===== src/rtl/keyed_watchdog.sv =====
module keyed_watchdog #(
  parameter int ADDR_W     = 6,
  parameter int REQ_CYCLES = 16,
  parameter logic [15:0] KEY_A = 16'hA5C6,
  parameter logic [15:0] KEY_B = 16'hDA7E
) (
  input  logic              clk,
  input  logic              rst_n,
  input  logic              bus_we,
  input  logic [ADDR_W-1:0] bus_addr,
  input  logic [31:0]       bus_wdata,
  output logic [31:0]       bus_rdata,
  output logic              wd_rst_req
);
  localparam int PW = $clog2(REQ_CYCLES + 1);
  localparam logic [ADDR_W-1:0] A_CNT_LO = ADDR_W'(16);
  localparam logic [ADDR_W-1:0] A_CNT_HI = ADDR_W'(20);
  localparam logic [ADDR_W-1:0] A_PRD_LO = ADDR_W'(24);
  localparam logic [ADDR_W-1:0] A_PRD_HI = ADDR_W'(28);
  localparam logic [ADDR_W-1:0] A_TCTL   = ADDR_W'(32);
  localparam logic [ADDR_W-1:0] A_GCTL   = ADDR_W'(36);
  localparam logic [ADDR_W-1:0] A_WCTL   = ADDR_W'(40);

  typedef enum logic [1:0] {S_OFF, S_PRE, S_ACT, S_SVC} kstate_t;

  kstate_t         kst;
  logic [63:0]     cnt, prd;
  logic [1:0]      emode;
  logic [3:0]      gctl;
  logic            wden, flag;
  logic [PW-1:0]   pulse;

  wire [15:0] key      = bus_wdata[31:16];
  wire        wr_ctl   = bus_we && bus_addr == A_WCTL;
  wire        key_a    = wr_ctl && key == KEY_A;
  wire        key_b    = wr_ctl && key == KEY_B;
  wire        locked   = kst != S_OFF;
  wire        cfg_we   = bus_we && !locked;
  wire        active   = kst == S_ACT || kst == S_SVC;
  wire        pre_act  = kst == S_PRE;
  wire        run      = active && gctl[1:0] == 2'b11 && gctl[3:2] == 2'b10 &&
                         emode != 2'b00 && !flag;
  wire        service  = kst == S_SVC && key_b;
  wire        expire   = run && cnt == prd && !service;

  assign wd_rst_req = pulse != '0;

  always_ff @(posedge clk or negedge rst_n)
    if (!rst_n) kst <= S_OFF;
    else case (kst)
      S_OFF: if (key_a && bus_wdata[14]) kst <= S_PRE;
      S_PRE: if (key_b && bus_wdata[14]) kst <= S_ACT;
      S_ACT: if (key_a) kst <= S_SVC;
      default: begin
        if (key_b)       kst <= S_ACT;
        else if (key_a)  kst <= S_SVC;
        else if (wr_ctl) kst <= S_ACT;
      end
    endcase

  always_ff @(posedge clk or negedge rst_n)
    if (!rst_n) begin
      prd   <= '0;
      emode <= '0;
      gctl  <= '0;
      wden  <= 1'b0;
    end else if (cfg_we) begin
      if (bus_addr == A_PRD_LO) prd[31:0]  <= bus_wdata;
      if (bus_addr == A_PRD_HI) prd[63:32] <= bus_wdata;
      if (bus_addr == A_TCTL)   emode      <= bus_wdata[7:6];
      if (bus_addr == A_GCTL)   gctl       <= bus_wdata[3:0];
      if (bus_addr == A_WCTL)   wden       <= bus_wdata[14];
    end

  always_ff @(posedge clk or negedge rst_n)
    if (!rst_n)                               cnt <= '0;
    else if (cfg_we && bus_addr == A_CNT_LO)  cnt[31:0]  <= bus_wdata;
    else if (cfg_we && bus_addr == A_CNT_HI)  cnt[63:32] <= bus_wdata;
    else if (service)                         cnt <= '0;
    else if (run && !expire)                  cnt <= cnt + 64'd1;

  always_ff @(posedge clk or negedge rst_n)
    if (!rst_n) begin
      flag  <= 1'b0;
      pulse <= '0;
    end else if (expire) begin
      flag  <= 1'b1;
      pulse <= PW'(REQ_CYCLES);
    end else if (pulse != '0) begin
      pulse <= pulse - PW'(1);
    end

  always_comb
    case (bus_addr)
      A_CNT_LO: bus_rdata = cnt[31:0];
      A_CNT_HI: bus_rdata = cnt[63:32];
      A_PRD_LO: bus_rdata = prd[31:0];
      A_PRD_HI: bus_rdata = prd[63:32];
      A_TCTL:   bus_rdata = {24'd0, emode, 6'd0};
      A_GCTL:   bus_rdata = {28'd0, gctl};
      A_WCTL:   bus_rdata = {16'd0, flag, wden, 14'd0};
      default:  bus_rdata = 32'd0;
    endcase
endmodule


===== config.mk =====
export PLATFORM = sky130hd
export DESIGN_NAME = keyed_watchdog
export DESIGN_NICKNAME = d
export VERILOG_FILES = /design/src/rtl/keyed_watchdog.sv
export SDC_FILE = /design/constraint.sdc
export NUM_CORES = 1
export LEC_CHECK = 0
export ABC_AREA = 1
export BUFFER_PORTS_ARGS = -buffer_cell sky130_fd_sc_hd__buf_2
export CAP_MARGIN = 10
export CORE_AREA = 2 2 157 159
export CTS_BUF_LIST = sky130_fd_sc_hd__clkbuf_8
export CTS_CLUSTER_SIZE = 24
export DETAILED_ROUTE_END_ITERATION = 6
export DIE_AREA = 0 0 159 161
export HOLD_SLACK_MARGIN = 0.03
export PLACE_DENSITY = 0.7
export SYNTH_ARGS = -nofsm -noshare
export SYNTH_HDL_FRONTEND = slang
export SYNTH_SLANG_ARGS = --single-unit

===== constraint.sdc =====
create_clock -name clk -period 2.53 [get_ports clk]
set_input_delay 0.506 -clock clk [delete_from_list [all_inputs] [get_ports clk]]
set_output_delay 0.506 -clock clk [all_outputs]
set_load 0.02 [all_outputs]

==> results.md <==
- Post-synth EDFFs: 0
- Final count of hold timing violations: 0
- Initial core utilization: 0.440
- Setup Skew: 0.0210 ns
- Die Wd: 159 microns
- First-pass GRT wire length: 67000 microns
- Leak Pwr: 5.98 nW
- Pre-CTS WS: 0.00919 ns
- # port buffers: 73
- CP Max Fanout: 4
- I/O pin total: 74
- FF+latch count, synth: 143
- Die Ht: 161 microns
- Sequential fraction of the synthesis area: 0.340
- Synth Flop Type: dfrtp_1
- Initial antenna violation count: 0
- Row cnt: 57
- Hold WC Path Type: input pin to flop
- WS Path Type: flop to output pin
- Vias in the first global route: 11200
- # diodes: 0
- Via density: 5.57
- Synth-to-layout area growth: 18.8%
- MaxCap Viol Count: 0
- Final period utilization: 0.963
- Largest area contributor in the netlist: dfrtp_1
- Worst-Skew Late Latency: 0.48 ns
- Final cell count without fillers: 2149
- Worst-Margin Slew: 0.541 ns
- Min Tclk post-route: 2.44 ns
- DP HPWL: 34700 microns
- Critical path arrival: 1.93 ns
- Total power: 4.84 mW
- Yosys warnings: 0
- Layout cells sized above 1: 0.168
- Nets: 1857
- Final setup violation count: 0
- Wire per inst: 20.6 microns
- CTS tree: yes
- Core area: 24000 sq um
- Top-area cell type share of the netlist area: 0.340
- Crit end category: output pin
- Setup TNS: 0 ns
- Die area: 25600 sq um
- Unique masters post-synth: 40
- Total CTS buffers: 17
- Syn_nets: 1713
- Largest net degree at the start of global routing: 57
- Post-synth ARST share: 1.00
- R2R setup slack: 0.11 ns
- CTS sink cnt: 143
- Dpl cells: 2116
- Via count: 12000
- Post-Syn Instances: 1669
- DRC Markers: 0
- Setup ws final: 0.0939 ns
- GPL Wtd Cong: 1.03
- Status: completed
- Avg Cell Area, Syn: 6.31 sq um
- Hold_ws: 0.357 ns
- GRT overflow: 0
- H-tree Lvls: 4
- Fmax: 410 MHz
- Total GRT Usage: 0.346
- Synth top area cells: dfrtp_1, nand2_1, nor2_1
- Synth Cell Area: 10500 sq um
- First-pass DRT Iterations: 6
- Max clock buf depth: 2
- Most common library cells after synthesis: nand2_1, nor2_1, inv_1, dfrtp_1, o21ai_0
- Multi-input logic area: 5880 sq um
- Clock transition at the registers of the reported paths: 0.10 ns
- Number of fill cells: 2512
- CTS root buffer: clkbuf_8
- PD cells: 387 nW/um^2
- FF/Latch Area: 3580 sq um
- ANT nets after route: 0
- 1st-iter DRT viols: 1463
- Top-count cell post-synth: nand2_1
- Startpoint types: flop
- Post-Route WL: 44200 microns
- Rel. slew slack: 0.639
- Slew Limit Fails: 0
- Data required, critical path: 2.02 ns
- Peak supply drop: 0.299 mV
==> metal layers <==
metal,up-vias,global-route usage,wire (microns)
met2,670,0.534,19400
met3,89,0.0724,4860
met5,-,0,0
li1,5600,-,-
met1,5609,0.481,18400
met4,0,0.130,1560
==> sequential cells by signal, summed over array words and instances, names as in the netlist <==
| signal | cells |
|---|---|
| prd | 64 |
| cnt | 64 |
| gctl | 4 |
| emode | 2 |
| kst | 2 |
| pulse | 5 |
| wden | 1 |
| flag | 1 |
==> power by group <==
| group | switching [mW] | total [mW] | internal [mW] |
|---|---|---|---|
| Clock | 1.04 | 2.03 | 0.991 |
| Sequential | 0.0469 | 2.37 | 2.32 |
| Combinational | 0.298 | 0.432 | 0.133 |
| Total | 1.39 | 4.84 | 3.45 |
==> area by class of cell <==
cell class                 count  area share
inverter                     195      0.0590
sequential                   143       0.286
multi-input combinational   1256       0.470
clock inverter                14      0.0144
clock buffer                  17      0.0187
timing repair buffer         200       0.120
tap                          324      0.0324
==> through the flow <==
step | util | instance area (sq um)
2_1_floorplan | - | 10500
3_3_place_gp | 0.502 | 12000
3_5_place_dp | 0.502 | 12000
4_1_cts | 0.520 | 12500
5_1_grt | 0.522 | 12500
6_report | 0.522 | 12500
==> cell usage in the layout, fill, tap and decap left out, types with 10 or more instances in the layout <==
master	synthesis	layout
inv_2	28	28
o21ai_0	127	126
inv_1	165	163
a221oi_1	12	10
xor2_1	35	35
nand3_2	22	22
dfrtp_1	143	143
a21oi_1	21	21
buf_2	29	72
o22ai_1	46	46
clkbuf_8	0	17
nand3_1	114	114
buf_12	0	14
nand2_1	613	611
nor2_2	11	11
xnor2_1	12	12
nor2_1	174	172
nand4_1	30	30
buf_4	2	112
==> cells by family after synthesis <==
| family | share of synthesized area |
|---|---|
| buffers and inverters | 0.107 |
| AO/OA/AOI/OAI | 0.116 |
| AND/OR/NAND/NOR | 0.395 |
| XOR/XNOR | 0.0391 |
| adder cells (fa/ha/maj) | 0.00356 |
| flip-flops | 0.340 |
==> repair_timing <==
item                       4_1_cts  5_1_grt
setup buffers                    0        2
resized for setup                0       13
setup endpoints to repair        0       27
hold buffers                     1        0
hold endpoints to repair        38        0
==> final timing paths <==
kind,depth (start not counted),start,endpoint
hold reg to reg,2,prd[13],prd[13]
hold / removal,5,bus_wdata[26],cnt[58]
max in group asynchronous,3,rst_n,prd[58]
min in group asynchronous,2,rst_n,prd[35]
setup reg to reg,13,cnt[0],cnt[54]
setup / recovery,6,pulse[0],wd_rst_req
==> critical path, cell delays in order, from the launching register on <==
cell	delay, ns
dfrtp_1	0.40
inv_1	0.11
ha_1	0.15
inv_1	0.04
nor4_1	0.33
inv_1	0.22
buf_2	0.21
(Power assumes the default switching activity.)
